### config.mk
export PLATFORM = sky130hd
export DESIGN_NAME = dl_walker
export DESIGN_NICKNAME = d
export VERILOG_FILES = /design/src/rtl/dlw_pkg.sv /design/src/rtl/dlw_chan_ctrl.sv /design/src/rtl/dlw_arbiter.sv /design/src/rtl/dlw_seq.sv /design/src/rtl/dlw_wr_guard.sv /design/src/rtl/dl_walker.sv
export SDC_FILE = /design/constraint.sdc
export NUM_CORES = 1
export LEC_CHECK = 0
export BUFFER_PORTS_ARGS = -buffer_cell sky130_fd_sc_hd__buf_2
export CAP_MARGIN = 20
export CORE_ASPECT_RATIO = 0.7
export CORE_MARGIN = 2
export CORE_UTILIZATION = 30
export DETAILED_ROUTE_END_ITERATION = 12
export PLACE_DENSITY_LB_ADDON = 0.2
export SYNTH_ARGS = -nofsm -noshare
export SYNTH_HDL_FRONTEND = slang
export SYNTH_SLANG_ARGS = --single-unit
### constraint.sdc
create_clock -name clk -period 5.2 [get_ports clk]
set_input_delay 1.04 -clock clk [delete_from_list [all_inputs] [get_ports clk]]
set_output_delay 1.04 -clock clk [all_outputs]
set_load 0.02 [all_outputs]
### src/rtl/dlw_pkg.sv
package dlw_pkg;

    typedef enum logic [1:0] {
        MODE_DISABLED = 2'd0,
        MODE_ARMED    = 2'd1,
        MODE_ACTIVE   = 2'd2,
        MODE_EOF      = 2'd3
    } ch_mode_e;

    typedef enum logic [1:0] {
        WS_IDLE  = 2'd0,
        WS_FETCH = 2'd1,
        WS_LATCH = 2'd2,
        WS_SEND  = 2'd3
    } walk_state_e;

endpackage

### src/rtl/dlw_chan_ctrl.sv
module dlw_chan_ctrl
    import dlw_pkg::*;
#(
    parameter int AW = 12
) (
    input  logic          clk,
    input  logic          rst_n,
    input  logic          enable,
    input  logic          oneshot,
    input  logic          frame_start,
    input  logic          ptr_load,
    input  logic [AW-1:0] ptr_data,
    input  logic          grant,
    input  logic          done,
    input  logic          fault,
    output ch_mode_e      mode,
    output logic          err,
    output logic          req,
    output logic          busy,
    output logic [AW-1:0] ptr
);

    typedef struct packed {
        ch_mode_e      mode;
        logic          err;
        logic          busy;
        logic [AW-1:0] ptr;
    } chan_st_t;

    chan_st_t st_d, st_q;

    always_comb begin
        st_d = st_q;
        if (ptr_load) begin
            st_d.ptr = ptr_data;
        end
        if (!enable && !st_q.busy) begin
            st_d.mode = MODE_DISABLED;
            st_d.err  = 1'b0;
        end else begin
            unique case (st_q.mode)
                MODE_DISABLED: begin
                    if (enable) st_d.mode = MODE_ARMED;
                end
                MODE_ARMED: begin
                    if (frame_start) st_d.mode = MODE_ACTIVE;
                end
                MODE_ACTIVE: begin
                    if (grant) st_d.busy = 1'b1;
                    if (done) begin
                        st_d.busy = 1'b0;
                        if (fault) begin
                            st_d.err  = 1'b1;
                            st_d.mode = MODE_EOF;
                        end else begin
                            st_d.mode = oneshot ? MODE_EOF : MODE_ARMED;
                        end
                    end
                end
                default: begin
                end
            endcase
        end
    end

    always_ff @(posedge clk) begin
        if (!rst_n) begin
            st_q <= '{mode: MODE_DISABLED, err: 1'b0, busy: 1'b0, ptr: '0};
        end else begin
            st_q <= st_d;
        end
    end

    assign mode = st_q.mode;
    assign err  = st_q.err;
    assign busy = st_q.busy;
    assign ptr  = st_q.ptr;
    assign req  = (st_q.mode == MODE_ACTIVE) && !st_q.busy;

    // a stopped channel stays stopped while enabled
    p_eof_holds_r6: assert property (@(posedge clk) disable iff (!rst_n)
        (st_q.mode == MODE_EOF && enable) |=> (st_q.mode == MODE_EOF));

    // a raised error always comes with a stopped channel
    p_err_stops_r9: assert property (@(posedge clk) disable iff (!rst_n)
        $rose(st_q.err) |-> (st_q.mode == MODE_EOF));

    // disabling an idle channel clears it
    p_disable_clears_r12: assert property (@(posedge clk) disable iff (!rst_n)
        (!enable && !st_q.busy) |=> (st_q.mode == MODE_DISABLED && !st_q.err));

endmodule

### src/rtl/dlw_arbiter.sv
module dlw_arbiter #(
    parameter int NCH = 3,
    localparam int CHW = (NCH > 1) ? $clog2(NCH) : 1
) (
    input  logic [NCH-1:0] req,
    output logic [NCH-1:0] grant,
    output logic [CHW-1:0] idx,
    output logic           any
);

    always_comb begin
        grant = '0;
        idx   = '0;
        for (int i = NCH - 1; i >= 0; i--) begin
            if (req[i]) begin
                grant    = '0;
                grant[i] = 1'b1;
                idx      = CHW'(i);
            end
        end
    end

    assign any = |req;

    // never a grant to a channel while a lower-numbered one is requesting
    always_comb begin
        for (int i = 1; i < NCH; i++) begin
            if (grant[i]) begin
                p_prio_r8: assert ((req & ((NCH'(1) << i) - NCH'(1))) == '0);
            end
        end
    end

endmodule

### src/rtl/dlw_seq.sv
module dlw_seq
    import dlw_pkg::*;
#(
    parameter int AW       = 12,
    parameter int DW       = 32,
    parameter int NCH      = 3,
    parameter int END_BIT  = 31,
    parameter int SIZE_LSB = 24,
    parameter int SIZE_W   = 6,
    localparam int CHW     = (NCH > 1) ? $clog2(NCH) : 1,
    localparam int PW      = AW + 1,
    localparam int DEPTH   = 1 << AW
) (
    input  logic           clk,
    input  logic           rst_n,
    input  logic           any_req,
    input  logic [CHW-1:0] req_idx,
    input  logic [AW-1:0]  req_ptr,
    output logic           take,
    output logic           done,
    output logic           fault,
    output logic [CHW-1:0] cur_ch,
    output logic           mem_rd_en,
    output logic [AW-1:0]  mem_rd_addr,
    input  logic [DW-1:0]  mem_rd_data,
    output logic           out_valid,
    input  logic           out_ready,
    output logic [DW-1:0]  out_data,
    output logic           out_first,
    output logic           out_last,
    output logic [CHW-1:0] out_chan
);

    localparam logic [PW-1:0] TOP = PW'(DEPTH);

    typedef struct packed {
        walk_state_e   st;
        logic [CHW-1:0] ch;
        logic [PW-1:0] addr;
        logic [PW-1:0] ent_next;
        logic [SIZE_W-1:0] remain;
        logic          first;
        logic          last;
        logic          valid;
        logic [DW-1:0] data;
    } seq_st_t;

    seq_st_t sq_d, sq_q;

    logic [SIZE_W-1:0] ctl_size;
    logic [PW-1:0]     ctl_next;
    logic [SIZE_W-1:0] rem_new;

    assign ctl_size = mem_rd_data[SIZE_LSB +: SIZE_W];
    assign ctl_next = sq_q.addr + PW'(ctl_size);

    always_comb begin
        sq_d    = sq_q;
        take    = 1'b0;
        done    = 1'b0;
        fault   = 1'b0;
        rem_new = sq_q.remain;
        unique case (sq_q.st)
            WS_IDLE: begin
                if (any_req) begin
                    take        = 1'b1;
                    sq_d.ch     = req_idx;
                    sq_d.addr   = {1'b0, req_ptr};
                    sq_d.first  = 1'b1;
                    sq_d.st     = WS_FETCH;
                end
            end
            WS_FETCH: begin
                sq_d.st = WS_LATCH;
            end
            WS_LATCH: begin
                if (sq_q.first) begin
                    if (mem_rd_data[END_BIT]) begin
                        done    = 1'b1;
                        sq_d.st = WS_IDLE;
                    end else if (ctl_size == '0 || ctl_next > TOP) begin
                        done    = 1'b1;
                        fault   = 1'b1;
                        sq_d.st = WS_IDLE;
                    end else begin
                        rem_new       = ctl_size - SIZE_W'(1);
                        sq_d.ent_next = ctl_next;
                        sq_d.remain   = rem_new;
                        sq_d.data     = mem_rd_data;
                        sq_d.last     = (rem_new == '0);
                        sq_d.valid    = 1'b1;
                        sq_d.st       = WS_SEND;
                    end
                end else begin
                    sq_d.data  = mem_rd_data;
                    sq_d.last  = (sq_q.remain == '0);
                    sq_d.valid = 1'b1;
                    sq_d.st    = WS_SEND;
                end
            end
            WS_SEND: begin
                if (out_ready) begin
                    sq_d.valid = 1'b0;
                    if (sq_q.last) begin
                        if (sq_q.ent_next >= TOP) begin
                            done    = 1'b1;
                            fault   = 1'b1;
                            sq_d.st = WS_IDLE;
                        end else begin
                            sq_d.addr  = sq_q.ent_next;
                            sq_d.first = 1'b1;
                            sq_d.st    = WS_FETCH;
                        end
                    end else begin
                        sq_d.addr   = sq_q.addr + PW'(1);
                        sq_d.first  = 1'b0;
                        sq_d.remain = sq_q.remain - SIZE_W'(1);
                        sq_d.st     = WS_FETCH;
                    end
                end
            end
            default: sq_d.st = WS_IDLE;
        endcase
    end

    always_ff @(posedge clk) begin
        if (!rst_n) begin
            sq_q <= '{st: WS_IDLE, ch: '0, addr: '0, ent_next: '0, remain: '0,
                      first: 1'b0, last: 1'b0, valid: 1'b0, data: '0};
        end else begin
            sq_q <= sq_d;
        end
    end

    assign cur_ch      = sq_q.ch;
    assign mem_rd_en   = (sq_q.st == WS_FETCH);
    assign mem_rd_addr = sq_q.addr[AW-1:0];
    assign out_valid   = sq_q.valid;
    assign out_data    = sq_q.data;
    assign out_first   = sq_q.first;
    assign out_last    = sq_q.last;
    assign out_chan    = sq_q.ch;

    // a stalled word holds steady
    p_hold_r7: assert property (@(posedge clk) disable iff (!rst_n)
        (out_valid && !out_ready) |=> (out_valid && $stable(out_data) &&
            $stable(out_first) && $stable(out_last) && $stable(out_chan)));

    // an end word is never followed by a streamed word
    p_end_silent_r4: assert property (@(posedge clk) disable iff (!rst_n)
        (sq_q.st == WS_LATCH && sq_q.first && mem_rd_data[END_BIT]) |=> !out_valid);

    // after an entry's last word the next word needs a fresh read
    p_gap_after_last_r3: assert property (@(posedge clk) disable iff (!rst_n)
        (out_valid && out_ready && out_last) |=> !out_valid);

    // a zero-size control word is never streamed
    p_zero_size_r9: assert property (@(posedge clk) disable iff (!rst_n)
        (sq_q.st == WS_LATCH && sq_q.first && !mem_rd_data[END_BIT] && ctl_size == '0)
            |=> !out_valid);

endmodule

### src/rtl/dlw_wr_guard.sv
module dlw_wr_guard #(
    parameter int AW   = 12,
    parameter int DW   = 32,
    parameter int RSVD = 32
) (
    input  logic          host_wr_en,
    input  logic [AW-1:0] host_wr_addr,
    input  logic [DW-1:0] host_wr_data,
    output logic          mem_wr_en,
    output logic [AW-1:0] mem_wr_addr,
    output logic [DW-1:0] mem_wr_data
);

    localparam logic [AW-1:0] FLOOR = AW'(RSVD);

    always_comb begin
        mem_wr_en   = host_wr_en && (host_wr_addr >= FLOOR);
        mem_wr_addr = host_wr_addr;
        mem_wr_data = host_wr_data;
    end

endmodule

### src/rtl/dl_walker.sv
module dl_walker
    import dlw_pkg::*;
#(
    parameter int AW       = 12,
    parameter int DW       = 32,
    parameter int NCH      = 3,
    parameter int RSVD     = 32,
    parameter int END_BIT  = 31,
    parameter int SIZE_LSB = 24,
    parameter int SIZE_W   = 6,
    localparam int CHW     = (NCH > 1) ? $clog2(NCH) : 1
) (
    input  logic             clk,
    input  logic             rst_n,
    input  logic [NCH-1:0]   ch_enable,
    input  logic [NCH-1:0]   ch_oneshot,
    input  logic [NCH-1:0]   frame_start,
    input  logic [NCH-1:0]   ptr_load,
    input  logic [AW-1:0]    ptr_data,
    output logic [2*NCH-1:0] ch_mode,
    output logic [NCH-1:0]   ch_err,
    output logic             mem_rd_en,
    output logic [AW-1:0]    mem_rd_addr,
    input  logic [DW-1:0]    mem_rd_data,
    input  logic             host_wr_en,
    input  logic [AW-1:0]    host_wr_addr,
    input  logic [DW-1:0]    host_wr_data,
    output logic             mem_wr_en,
    output logic [AW-1:0]    mem_wr_addr,
    output logic [DW-1:0]    mem_wr_data,
    output logic             out_valid,
    input  logic             out_ready,
    output logic [DW-1:0]    out_data,
    output logic             out_first,
    output logic             out_last,
    output logic [CHW-1:0]   out_chan
);

    logic [NCH-1:0] req_v;
    logic [NCH-1:0] busy_v;
    logic [NCH-1:0] arb_grant;
    logic [CHW-1:0] arb_idx;
    logic           arb_any;
    logic [AW-1:0]  ptr_v [NCH];
    logic [AW-1:0]  sel_ptr;
    logic           seq_take;
    logic           seq_done;
    logic           seq_fault;
    logic [CHW-1:0] seq_ch;

    for (genvar i = 0; i < NCH; i++) begin : g_ch
        ch_mode_e mode_i;

        dlw_chan_ctrl #(.AW(AW)) u_chan (
            .clk         (clk),
            .rst_n       (rst_n),
            .enable      (ch_enable[i]),
            .oneshot     (ch_oneshot[i]),
            .frame_start (frame_start[i]),
            .ptr_load    (ptr_load[i]),
            .ptr_data    (ptr_data),
            .grant       (seq_take && arb_grant[i]),
            .done        (seq_done && (seq_ch == CHW'(i))),
            .fault       (seq_fault),
            .mode        (mode_i),
            .err         (ch_err[i]),
            .req         (req_v[i]),
            .busy        (busy_v[i]),
            .ptr         (ptr_v[i])
        );

        assign ch_mode[2*i +: 2] = mode_i;
    end

    dlw_arbiter #(.NCH(NCH)) u_arb (
        .req   (req_v),
        .grant (arb_grant),
        .idx   (arb_idx),
        .any   (arb_any)
    );

    always_comb begin
        sel_ptr = '0;
        for (int i = 0; i < NCH; i++) begin
            if (arb_grant[i]) sel_ptr = ptr_v[i];
        end
    end

    dlw_seq #(
        .AW(AW), .DW(DW), .NCH(NCH),
        .END_BIT(END_BIT), .SIZE_LSB(SIZE_LSB), .SIZE_W(SIZE_W)
    ) u_seq (
        .clk         (clk),
        .rst_n       (rst_n),
        .any_req     (arb_any),
        .req_idx     (arb_idx),
        .req_ptr     (sel_ptr),
        .take        (seq_take),
        .done        (seq_done),
        .fault       (seq_fault),
        .cur_ch      (seq_ch),
        .mem_rd_en   (mem_rd_en),
        .mem_rd_addr (mem_rd_addr),
        .mem_rd_data (mem_rd_data),
        .out_valid   (out_valid),
        .out_ready   (out_ready),
        .out_data    (out_data),
        .out_first   (out_first),
        .out_last    (out_last),
        .out_chan    (out_chan)
    );

    dlw_wr_guard #(.AW(AW), .DW(DW), .RSVD(RSVD)) u_guard (
        .host_wr_en   (host_wr_en),
        .host_wr_addr (host_wr_addr),
        .host_wr_data (host_wr_data),
        .mem_wr_en    (mem_wr_en),
        .mem_wr_addr  (mem_wr_addr),
        .mem_wr_data  (mem_wr_data)
    );

    // at most one channel is in service at any time
    p_one_in_service_r8: assert property (@(posedge clk) disable iff (!rst_n)
        $onehot0(busy_v));

    // no write ever lands in the reserved words
    p_rsvd_guard_r11: assert property (@(posedge clk) disable iff (!rst_n)
        (host_wr_en && host_wr_addr < AW'(RSVD)) |-> !mem_wr_en);

    // nothing streams out of reset
    p_quiet_reset_r1: assert property (@(posedge clk)
        !rst_n |=> (!out_valid && !mem_rd_en));

endmodule

* Word-level counts from Yosys, hierarchy flattened
Cells that the tools add are included.
Cells by class: bitwise operators 6, eq/ne operators 31, add/subtract/negate cells 4, reductions and logical operators 56, order comparisons 3, mux-type cells 72
Operator list (number):
- two-way mux 34 bit | 3
- two-way mux 13 bit | 3
- two-way mux 2 bit | 19
- two-way mux 12 bit | 3
- != test 2 bit, second input constant | 13
- case mux 13 bit (2 select lines) | 1
- two-way mux 6 bit | 4
- AND reduction 4 bit | 6
- two-way mux 1 bit | 22
- AND reduction 3 bit | 7
- zero test 6 bit | 3
- case mux 2 bit (3 select lines) | 3
- two-way mux 17 bit | 1
- adder 13 x 1 -> 13 bit, second input constant | 1
- adder 13 x 6 -> 13 bit | 1
- >= comparator 13 bit, second input constant | 1
- greater-than comparator 13 bit, second input constant | 1
- logical AND 1 bit | 13
- == test 2 bit, second input constant | 6
- >= comparator 12 x 6 -> 1 bit, second input constant | 1
- two-way mux 4 bit | 3
- case mux 6 bit (2 select lines) | 1
- subtractor 6 x 1 -> 6 bit, second input constant | 2
- == test 2 x 1 -> 1 bit, second input constant | 5
- other kinds (16) | 49
Storage, ports and cells: output and inout port bits 104, bits of input ports 104, bits in registers 119, logic and storage cells 193

* Longest topological paths before layout
depth after elaboration 10, mapped depth 12, gate-level depth less buffers 11

* By module
Synthesis repeated with hierarchy kept, for this count alone.
Unflattened totals: cell total of the unflattened synthesis 876, area, all modules 7492.2 um^2
Modules (own cells, without submodules):
- dlw_seq | area an instance 4435.5 um^2, times used 1, cells an instance 551, sequential area each 1421.4 um^2
- dlw_chan_ctrl | area an instance 759.5 um^2, times used 3, cells an instance 71, sequential area each 320.3 um^2
- dl_walker | area an instance 380.4 um^2, times used 1, cells an instance 59, sequential area each 0.0 um^2
- dlw_wr_guard | area an instance 355.3 um^2, times used 1, cells an instance 47, sequential area each 0.0 um^2
- dlw_arbiter | area an instance 42.5 um^2, times used 1, cells an instance 6, sequential area each 0.0 um^2

* Worst setup path before layout
OpenSTA, ideal clock, no wires.
path type in2reg, start point input mem_rd_data[24], end point register u_seq.sq_q, in the netlist u_seq.out_data[10], arrival 3746 ps, path slack 1327 ps, library setup time 128 ps, stages on the path 12, required time 5072 ps, path buffers 1, cell sequence ha_1 > fa_1 > a21o_1 > a221oi_4 > mux2i_1 > a2111oi_4 > a31oi_1 > o21ai_1 > nand2_1 > buf_2 > mux2i_1 > nor2_1
Between the ends: cells in the longest elaborated chain, start to end 5, elaborated cells between the ends (all ways) 6, classes of those cells 1 x add/sub; 1 x order compare; 1 x eq/ne; 3 x reduce/logical
Ends and longest elaborated chain:
- from (decl) | RTL line dl_walker.sv:24 | input logic [DW-1:0] mem_rd_data,
- adder 13 x 6 -> 13 bit | RTL line dlw_seq.sv:55 | assign ctl_next = sq_q.addr + PW'(ctl_size);
- greater-than comparator 13 bit | RTL line dlw_seq.sv:81 | end else if (ctl_size == '0 || ctl_next > TOP) begin
- logical OR 1 bit (*) | RTL line dlw_seq.sv:81
- != test 2 bit (no source line) (*)
- AND reduction 3 bit (no source line) (*)
- to (signal assigned) | RTL line dlw_seq.sv:128 | sq_q <= '{st: WS_IDLE, ch: '0, addr: '0, ent_next: '0, remain: '0,
- to (signal assigned) | RTL line dlw_seq.sv:131 | sq_q <= sq_d;
- to (decl) | RTL line dlw_seq.sv:48 | seq_st_t sq_d, sq_q;
Every way passes the cells marked *; elsewhere a longest branch is shown, timed or not. A chain may end at the register's enable or synchronous reset.

* Final worst setup path
start point input mem_rd_data[24], end point register u_seq.sq_q[44] in the netlist's numbering
Between the ends: cells in the longest elaborated chain, start to end 5, elaborated cells between the ends (all ways) 6, classes of those cells 1 x add/sub; 1 x order compare; 1 x bitwise; 3 x reduce/logical
Ends and longest elaborated chain (RTL line):
- adder 13 x 6 -> 13 bit | dlw_seq.sv:55
- greater-than comparator 13 bit | dlw_seq.sv:81
- logical OR 1 bit | dlw_seq.sv:81
- NOT 1 bit (no source line)
- AND reduction 4 bit (no source line)
Parallel ways exist; a longest one is shown, timed or not.

==> impl_results.md <==
- Non-Filler Instances: 1174
- Max Fanout on Critical Path: 20
- Area of the multi-input gates: 0.00354 sq mm
- Longest Clk Path Bufs: 2
- Internal: 1.83 mW
- Nets: between 900 and 1000
- # clock sinks: 119
- Switching pwr: roughly 0.94 mW
- Post-synth top area cell: dfxtp_1
- Port buffer count: approximately 130
- Ys async rst share: 0%
- FF+latch area: roughly 0.0024 sq mm
- Fin worst setup slack: 1.08 ns
- Initial antenna violation count: 0
- Total track usage: between 10% and 20%
- Post-synth net total: between 900 and 1000
- Antenna viol nets, final: 0
- Leak Pwr: roughly 3.6 nW
- Nature of the critical path endpoint: flip-flop
- Routed wire length: 18100 microns
- Req. time, crit path: 5.56 ns
- RSZ-0062 raised after global routing: false
- Final instance area: slightly below 0.008 sq mm
- Die Wd: 185 microns
- DRT iter0 DRCs: ~360
- FF+latch count, synth: roughly 120
- Post-CTS Hold Fix Bufs: 0
- Dpl cells: about 1100
- Diodes inserted: 0
- Setup crit start kind: input pin
- DRC viols: 0
- Max H-tree Level: 4
- Vias in the first global route: between 5000 and 6000
- Mapped Area: 0.00689 sq mm
- Commonest register cell after synthesis: dfxtp_1
- Vias: approximately 5500
- Yosys cell types: a little over 60
- Critical path origin: mem_rd_data[24]
- Status: complete, no violations
- FMAX: between 200 and 250 MHz
- CTS buffer count: 17
- Main area contributors after synthesis: dfxtp_1 (35%), mux2i_1 (12%), buf_4 (10%)
- WP data arrival: ~4.5 ns
- YS warnings: 0
- Worst skew pair latency: ~0.42 ns
- Max Cap Viol: 0
- Clk_skew: a little over 0.009 ns
- R2R Path Start: u_seq.mem_rd_addr[0]
- Total power: between 2 and 3 mW
- Via density: ~4.7
- Hold path startpoint: g_ch[0].u_chan.err
- DP Wirelength: around 13000 microns
- Fin. Hold Viols: 0
- Class of the most critical setup path: input pin to flip-flop
- Synth Area per Inst: between 8 and 9 sq um
- Routed WL per cell: roughly 15 microns
- Gate power share: approximately 22%
- Clock Tree Root: clkbuf_16
- Sequential power share: between 30% and 40%
- First-pass GRT wire length: roughly 28000 microns
- Post-CTS Setup Inserts: 0
- Power Density: 357 mW/mm^2
- TritonCTS clock tree: built
- Clock share of power: between 30% and 40%
- Routability Congestion: between 0.8 and 0.9
- Worst slew pin tran: 0.881 ns
- Final Hold Slack: ~0.46 ns
- Area after DPL: around 0.0072 sq mm
- Worst hold path class: flip-flop to flip-flop
- FILL cells: ~2400
- Core Util, Final: 34.3%
- Worst IR Drop VDD: about 200 uV
- Cts repair resizes: 0
- Number of flops mapped to enable cells by yosys: 0
- Minimum clock period after layout: 4.12 ns
- Most frequent cell after synthesis: nor2_1
- Core box area: 0.0226 sq mm
- Sw Ratio: about a third
- Pin count of the biggest net entering global routing: 101
- Post-synthesis sequential area ratio: between 30% and 40%
- Cells after Synth: 819
- Clock transition at path regs: roughly 0.06 ns
- IO Count: between 200 and 250
- Initial Util: 30.5%
- Share of layout cells above drive strength 1: 21.9%
- Area Overhead vs Synth: 12.6%
- Top post-synthesis cells by count: nor2_1 (138), dfxtp_1 (119), buf_4 (94)
- GRT overflow: 0
- Slew Limit Fails: 0
- Die Ht: 131 microns
- Row count: between 40 and 50
- Relative max-transition margin: about two fifths
- Worst slack, placed: around 0.65 ns
- DIE AREA: 0.0242 sq mm
- Share of the synthesized area in the top cell type: ~35%
- # setup viols final: 0
- Setup_tns: 0 ns
- Final period util: around four fifths
- Drt first pass iters: 6
[power by group through the flow]
stage	Clock (mW)	Sequential [mW]	Combinational, mW
after floorplan	0	1.04	0.533
after global placement	0	1.08	0.618
after detailed placement	0	1.08	0.617
after CTS	1.13	1.06	0.621
after global routing	1.17	1.07	0.690
final	1.09	1.06	0.618
[cell type report]
type / instances / share of cell area [%]
Clock inverter: 14 / 1.48
Sequential cell: 119 / 30.7
Inverter: 32 / 1.55
Tap cell: 312 / 5.03
Timing Repair Buffer: 144 / 10.1
Clock buffer: 18 / 5.53
Multi-Input combinational cell: 535 / 45.6
[registers in the layout, indices dropped and copies added, names as in the netlist]
signal             flops
g_ch.u_chan.busy       3
g_ch.u_chan.err        3
g_ch.u_chan.mode       6
g_ch.u_chan.ptr       36
u_seq.cur_ch           2
u_seq.mem_rd_addr     12
u_seq.out_data        32
u_seq.out_first        1
u_seq.out_last         1
u_seq.out_valid        1
u_seq.sq_q            22
[routing by layer]
layer | GRT usage, % | share of wire, % | vias to the layer above
met3 | 4.27 | 6.7 | 16
met2 | 20.8 | 41 | 167
li1 | - | - | 2816
met5 | 0 | 0 | -
met1 | 22.4 | 52 | 2498
met4 | 4.30 | 1.0 | 0
[cells by family after synthesis]
family          synth area share (%)
flops                           34.6
compound gates                  15.0
simple gates                    16.3
mux                             11.8
buf+inv                         14.2
fa+ha+maj                       5.37
xor+xnor                        2.80
[worst max-delay path, stage by stage]
cell      delay [ns]
buf_2           0.14
ha_1            0.21
fa_1            0.42
a21o_1          0.24
a221oi_4        0.38
nor4_1          0.12
nor4_1          0.41
a31oi_1         0.32
or3_1           0.75
o31a_1          0.37
nor2_1          0.07
[cells in the final DEF, fill, tap and decap left out, types with 7 or more instances in the layout]
cell type	instances
buf_2	133
mux2i_1	80
nand2_1	41
xnor2_1	16
nand3_1	13
o21ai_0	30
ha_1	28
nor2_1	138
buf_4	9
a222oi_1	11
nor2b_1	7
clkbuf_16	17
a211oi_1	11
nor3_1	18
dfxtp_1	119
a21oi_1	43
inv_1	31
[final timing paths]
| path | to | slack, ns | cells after the start |
|---|---|---|---|
| worst max-delay path | u_seq.sq_q[44] | 1.08 | 11 |
| worst min-delay path | g_ch[0].u_chan.err | 0.46 | 2 |
| worst max register to register | u_seq.sq_q[44] | 1.36 | 10 |
| worst min register to register | g_ch[0].u_chan.err | 0.46 | 2 |
No activity file was read; power rests on OpenSTA's default activity.
